$ cat src/rtl/fad_pkg.sv
package fad_pkg;
  typedef enum logic [1:0] {
    LEN_OTHER = 2'd0,
    LEN_I2S   = 2'd1,
    LEN_SONY  = 2'd2
  } len_class_e;
endpackage

$ cat src/rtl/fad_rst_sync.sv
module fad_rst_sync #(
  parameter int STAGES = 2
) (
  input  logic clk,
  input  logic rst_n,
  output logic rst_sync_n
);
  logic [STAGES-1:0] sync_q;
  logic [STAGES-1:0] sync_d;

  always_comb begin
    sync_d = {sync_q[STAGES-2:0], 1'b1};
  end

  always_ff @(posedge clk or negedge rst_n) begin
    if (!rst_n) sync_q <= '0;
    else        sync_q <= sync_d;
  end

  assign rst_sync_n = sync_q[STAGES-1];
endmodule

$ cat src/rtl/fad_detector.sv
module fad_detector
  import fad_pkg::*;
#(
  parameter int I2S_HALF  = 32,
  parameter int SONY_HALF = 24,
  parameter int TIMEOUT   = 256
) (
  input  logic clk,
  input  logic rst_n,
  input  logic ws,
  output logic valid,
  output logic sony
);
  localparam int CW = $clog2(TIMEOUT + 1);

  logic          ws_q;
  logic          seen_q,    seen_d;
  logic [CW-1:0] cnt_q,     cnt_d;
  len_class_e    cand_q,    cand_d;
  logic          cand_ok_q, cand_ok_d;
  logic          valid_q,   valid_d;
  logic          sony_q,    sony_d;
  logic          ws_edge;
  len_class_e    len_cls;

  assign ws_edge = ws ^ ws_q;

  always_comb begin
    if (cnt_q == CW'(I2S_HALF))       len_cls = LEN_I2S;
    else if (cnt_q == CW'(SONY_HALF)) len_cls = LEN_SONY;
    else                              len_cls = LEN_OTHER;
  end

  always_comb begin
    seen_d    = seen_q;
    cnt_d     = cnt_q;
    cand_d    = cand_q;
    cand_ok_d = cand_ok_q;
    valid_d   = valid_q;
    sony_d    = sony_q;
    if (ws_edge) begin
      cnt_d  = CW'(1);
      seen_d = 1'b1;
      if (seen_q) begin
        if (len_cls == LEN_OTHER) begin
          cand_ok_d = 1'b0;
        end else if (cand_ok_q && (cand_q == len_cls)) begin
          valid_d = 1'b1;
          sony_d  = (len_cls == LEN_SONY);
        end else begin
          cand_d    = len_cls;
          cand_ok_d = 1'b1;
        end
      end
    end else if (cnt_q == CW'(TIMEOUT)) begin
      seen_d    = 1'b0;
      cand_ok_d = 1'b0;
      valid_d   = 1'b0;
      sony_d    = 1'b0;
    end else begin
      cnt_d = cnt_q + CW'(1);
    end
  end

  always_ff @(posedge clk or negedge rst_n) begin
    if (!rst_n) begin
      ws_q      <= 1'b0;
      seen_q    <= 1'b0;
      cnt_q     <= '0;
      cand_q    <= LEN_OTHER;
      cand_ok_q <= 1'b0;
      valid_q   <= 1'b0;
      sony_q    <= 1'b0;
    end else begin
      ws_q      <= ws;
      seen_q    <= seen_d;
      cnt_q     <= cnt_d;
      cand_q    <= cand_d;
      cand_ok_q <= cand_ok_d;
      valid_q   <= valid_d;
      sony_q    <= sony_d;
    end
  end

  assign valid = valid_q;
  assign sony  = sony_q;
endmodule

$ cat src/rtl/fad_adapt.sv
module fad_adapt #(
  parameter int WS_DELAY = 7
) (
  input  logic clk,
  input  logic rst_n,
  input  logic ws,
  input  logic data,
  input  logic sony,
  output logic ws_out,
  output logic data_out
);
  localparam int WS_LEN = 2 * WS_DELAY;

  logic [WS_LEN-1:0]   ws_sr;
  logic [WS_DELAY-1:0] dat_sr;
  logic [WS_LEN-1:0]   ws_sr_d;
  logic [WS_DELAY-1:0] dat_sr_d;

  always_comb begin
    ws_sr_d[0]  = ws;
    dat_sr_d[0] = data;
  end

  for (genvar i = 1; i < WS_LEN; i++) begin : g_ws_stage
    assign ws_sr_d[i] = ws_sr[i-1];
  end

  for (genvar i = 1; i < WS_DELAY; i++) begin : g_dat_stage
    assign dat_sr_d[i] = dat_sr[i-1];
  end

  always_ff @(posedge clk or negedge rst_n) begin
    if (!rst_n) begin
      ws_sr  <= '0;
      dat_sr <= '0;
    end else begin
      ws_sr  <= ws_sr_d;
      dat_sr <= dat_sr_d;
    end
  end

  assign ws_out   = sony ? ws_sr[WS_LEN-1] : ws_sr[WS_DELAY-1];
  assign data_out = dat_sr[WS_DELAY-1];
endmodule

$ cat src/rtl/fad_top.sv
module fad_top #(
  parameter int I2S_HALF  = 32,
  parameter int SONY_HALF = 24,
  parameter int TIMEOUT   = 256,
  parameter int WS_DELAY  = 7
) (
  input  logic bck,
  input  logic rst_n,
  input  logic ws_in,
  input  logic data_in,
  output logic fmt_valid,
  output logic fmt_sony,
  output logic led_i2s,
  output logic led_sony,
  output logic ws_out,
  output logic data_out,
  output logic bck_out
);
  logic rst_sync_n;
  logic det_valid;
  logic det_sony;

  fad_rst_sync #(.STAGES(2)) u_rst (
    .clk        (bck),
    .rst_n      (rst_n),
    .rst_sync_n (rst_sync_n)
  );

  fad_detector #(
    .I2S_HALF  (I2S_HALF),
    .SONY_HALF (SONY_HALF),
    .TIMEOUT   (TIMEOUT)
  ) u_det (
    .clk   (bck),
    .rst_n (rst_sync_n),
    .ws    (ws_in),
    .valid (det_valid),
    .sony  (det_sony)
  );

  fad_adapt #(.WS_DELAY(WS_DELAY)) u_adapt (
    .clk      (bck),
    .rst_n    (rst_sync_n),
    .ws       (ws_in),
    .data     (data_in),
    .sony     (det_sony),
    .ws_out   (ws_out),
    .data_out (data_out)
  );

  assign fmt_valid = det_valid;
  assign fmt_sony  = det_sony;
  assign led_i2s   = det_valid & ~det_sony;
  assign led_sony  = det_valid & det_sony;
  assign bck_out   = bck;
endmodule

$ cat config.mk
export PLATFORM = sky130hd
export DESIGN_NAME = fad_top
export DESIGN_NICKNAME = d
export VERILOG_FILES = /design/src/rtl/fad_pkg.sv /design/src/rtl/fad_rst_sync.sv /design/src/rtl/fad_detector.sv /design/src/rtl/fad_adapt.sv /design/src/rtl/fad_top.sv
export SDC_FILE = /design/constraint.sdc
export NUM_CORES = 1
export LEC_CHECK = 0
export BUFFER_PORTS_ARGS = -buffer_cell sky130_fd_sc_hd__buf_2
export CAP_MARGIN = 20
export CORE_MARGIN = 3
export CORE_UTILIZATION = 48
export CTS_CLUSTER_DIAMETER = 40
export DETAILED_ROUTE_END_ITERATION = 7
export PLACE_DENSITY = 0.62
export SYNTH_ARGS = -nofsm -noshare
export SYNTH_HDL_FRONTEND = slang
export SYNTH_SLANG_ARGS = --single-unit
$ cat constraint.sdc
create_clock -name bck -period 1.8 [get_ports bck]
set_clock_uncertainty 0.2 [all_clocks]
set_input_delay 0.09 -clock bck [delete_from_list [all_inputs] [get_ports bck]]
set_output_delay 0.09 -clock bck [all_outputs]
set_load 0.02 [all_outputs]
# Yosys cells after proc, flatten, opt, wreduce, memory -nomap -nowiden
# Cells that the tools add are included.
dict set report op_classes {
  add_sub_neg 1
  multipliers 0
  n_div 0
  order_cmp 0
  eq_ne 10
  n_shift 0
  muxes 19
  n_bitwise 6
  n_reduce_logical 6
}
# op n
set op_table {}
lappend op_table {{$mux W9} 2}
lappend op_table {{$mux W1} 15}
lappend op_table {{$add A9 B1 Y9 const B} 1}
lappend op_table {{$eq A9 B5 Y1 const B} 1}
lappend op_table {{$eq A9 B6 Y1 const B} 1}
lappend op_table {{$eq A9 B9 Y1 const B} 1}
lappend op_table {{$reduce_and A4 Y1} 2}
lappend op_table {{$mux W2} 2}
lappend op_table {{$ne A2 B1 Y1 const B} 2}
lappend op_table {{$ne A2 B2 Y1 const B} 2}
lappend op_table {{$ne A3 B3 Y1 const B} 1}
lappend op_table {{$not A1 Y1} 3}
lappend op_table {{$reduce_and A3 Y1} 1}
lappend op_table {{$and A1 B1 Y1} 2}
lappend op_table {{$eq A2 B2 Y1} 1}
lappend op_table {{$eq A2 B2 Y1 const B} 1}
lappend op_table {{$logic_not A2 Y1} 1}
lappend op_table {{$reduce_bool A2 Y1} 1}
lappend op_table {{$logic_and A1 B1 Y1} 1}
lappend op_table {{$xor A1 B1 Y1} 1}
dict set report word_totals {
  regBits 39
  latchBits 0
  mem_bits_rw 0
  rom_bits 0
  in_bits 4
  out_inout_bits 7
  word_cells 52
  mem_count 0
}

# Depth between registers and ports, before layout
dict set report depth {
  word_depth 9
  depth_mapped 6
  mapped_depth_nobuf 6
}

# Cells and area by module
# A second synthesis with hierarchy kept.
dict set report unflattened {
  hier_cells 105
  hier_area_um2 1427.6
}
# mod instances cells_each area_each_um2
set modules_own_cells {}
lappend modules_own_cells {fad_detector 1 77 809.5}
lappend modules_own_cells {fad_adapt 1 22 540.5}
lappend modules_own_cells {fad_rst_sync 1 3 53.8}
lappend modules_own_cells {fad_top 1 3 23.8}

==> flow_summary.ini <==
[status]
outcome = finished, violations left
violations = negative setup slack

[placement]
dpl_cell_area_um2 = 1588
gp_congestion = 0.8113
dp_slack_ps = -118.8
place_inst = 161
port_buffers = 10
dp_hpwl_um = 1636

[clocking]
cts_tree = done
clk_latency_ps = 460
clk_pin_slew_ps = 120

[pwr]
power_density_nw_per_um2 = 1103
peakVddDrop_mv = 0.8984
p_total_mw = 2.022
power_leakage_nw = 0.8438

[critical_path]
startpoint = u_det.cnt_q[0]$_DFFE_PN0P_
arrival_ps = 2130
crit_required_ps = 1980
crit-reg2reg-launch = u_det.cnt_q[0]$_DFFE_PN0P_
worstSetupPathType = reg -> reg
cp-end-kind = flip-flop
startpoint_type = flip-flop
crit_path_max_fanout = 2

[final_layout]
design_area_um2 = 1833
area_delta_synth_final_pct = 28.73
final_cells = 179
fin_util = 0.6590
num-nets-final = 153
diodes = 0
drive_gt1_frac = 0.3378

[worst_hold_path]
worstHoldStart = data_in
hp-class = in -> reg

[synthesis]
syn_avg_cell_area_um2 = 12.83
synth_seq_area_share = 0.6678
synth_mux_area_frac = 0.007909
synthArstFlopShare = 1.000
synthSimpleGateAreaFrac = 0.1617
ys_seq_elements = 38
synth.largest_area_cell = dfrtp_1
synth_area_leaders = dfrtp_1 (67%), nand2_1 (2.9%), or3_1 (2.2%)
ys_warn_count = 0
netlist_top_cells_count = dfrtp_1 (38), nand2_1 (11), a21oi_1 (6), nand3_1 (6)
synthAdderAreaFrac = 0.01757
synth_edf_count = 0
synth_top_family_by_area = simple AND/OR/NAND/NOR gates
synthXorXnorAreaFrac = 0.04218
synth_top_area_frac = 0.6678
syn-cell-area_um2 = 1424
synthMostInstantiatedCell = dfrtp_1
ys_types = 33
synth_nets = 117
ys.flop_type = dfrtp_1
synthCells = 111
synth_compound_area_frac = 0.07909

[floorplan]
fp-row-count = 19
pin_count = 11
die_x_um = 60.47
die_area_um2 = 3656
die_h_um = 60.47
initial_utilization = 0.5119
core-area_um2 = 2781

[routing]
drcViolationCount = 0
wirelength_um = 2519
ant_nets = 0
wire_per_inst_um = 14.07
vias = 964
firstDrtPassIters = 4
vias_per_cell = 5.385
drtIter0Drc = 29

[global_routing]
grt_pass1_wl_um = 4077
grt_max_degree = 35
grt_overflow = 0
grtUsageTotal = 0.1635
antenna_found_initial = 0
grt_pass1_vias = 938

[sta]
hold_viol_final = 0
finalWorstSetupSlack_ps = -144.3
fin_crit_sh = 1.080
rsz0062_at_grt = true
fin_hold_ws_ps = 68.89
period_needed_ps = 1944
drv_slew = 0
setup_viol = 2
max_freq_ghz = 0.5143
setup_tns_ps = -159.1

[job]
maxCapViolCount = 0
-- flip-flops by register name (all words and copies together), names as in the netlist --
signal	cells
u_det.valid	1
u_det.sony	1
u_det.seen_q	1
u_adapt.dat_sr	7
u_rst.sync_q	2
u_det.cand_q	2
u_det.cnt_q	9
u_adapt.ws_sr	14
u_det.cand_ok_q	1
-- path summary, 6_finish.rpt --
| check | to | slack (ps) | depth (start not counted) |
|---|---|---|---|
| min in group asynchronous | u_adapt.dat_sr[4]$_DFF_PN0_ | 90 | 1 |
| max in group asynchronous | u_adapt.dat_sr[6]$_DFF_PN0_ | 890 | 1 |
| worst max register to register | u_det.sony$_DFFE_PN0P_ | -140 | 6 |
| worst min register to register | u_adapt.dat_sr[4]$_DFF_PN0_ | 90 | 1 |
| worst max-delay path | u_det.sony$_DFFE_PN0P_ | -140 | 6 |
| worst min-delay path | u_adapt.dat_sr[0]$_DFF_PN0_ | 70 | 2 |
-- metal layers --
| layer | global-route usage | part of all wire | up-vias |
|---|---|---|---|
| li1 | - | - | 452 |
| met1 | 0.1828 | 0.45 | 485 |
| met2 | 0.2485 | 0.49 | 22 |
| met3 | 0.05957 | 0.049 | 5 |
| met4 | 0.1362 | 0.016 | 0 |
| met5 | 0 | 0 | - |
-- worst max-delay path, cell delays in order, from the launching register on --
cell	delay (ps)
dfrtp_1	410
inv_1	70
ha_2	170
nor4b_4	270
nand4b_4	130
or4_4	480
a22oi_2	130
-- timing repair --
action                                  4_1_cts  5_1_grt
pin swaps                                     0        1
cloned                                        0        0
gates resized for setup                       1       11
buffers inserted                              1        3
hold buffers                                  5        0
endpoints found under the hold margin        19        0
endpoints found under the setup margin        2       10
-- report_power, final --
part | internal (mW) | switching (mW)
clock network | 0.523 | 0.355
logic | 0.108 | 0.113
registers | 0.898 | 0.0249
-- cell families after synthesis --
family                     after synthesis
muxes                                    1
buffers and inverters                    7
and+or+nand+nor                         38
other                                    1
AOI/OAI and AO/OA                       18
adders and majority gates                2
DFF                                     38
xor gates and xnor gates                 6
-- area by class of cell --
class | count | area, µm²
clock buffers | 9 | 65.06
repair buffers | 28 | 200.2
well taps | 31 | 38.79
multi-input cells | 66 | 494.2
fillers | 190 | 948.4
flip-flops and latches | 38 | 950.9
clock inverters | 3 | 68.82
inverters | 4 | 15.01
-- placed cells by master, fill, tap and decap left out, types with 2 or more instances in the layout --
master / Yosys / routed
buf_2: 0 / 10
clkbuf_4: 0 / 8
nand2_2: 0 / 2
o21ai_0: 5 / 4
nor3_1: 2 / 2
xor2_1: 2 / 2
inv_1: 4 / 4
nor2_1: 4 / 3
nand2_1: 11 / 9
or3_1: 5 / 5
a21oi_1: 6 / 6
nand3_1: 6 / 5
dfrtp_1: 38 / 38
nand2b_1: 2 / 2
xnor2_1: 3 / 2
buf_4: 1 / 14
dlygate4sd3_1: 0 / 5
bufinv_16: 0 / 2
Power figures use the tool's default switching activity.
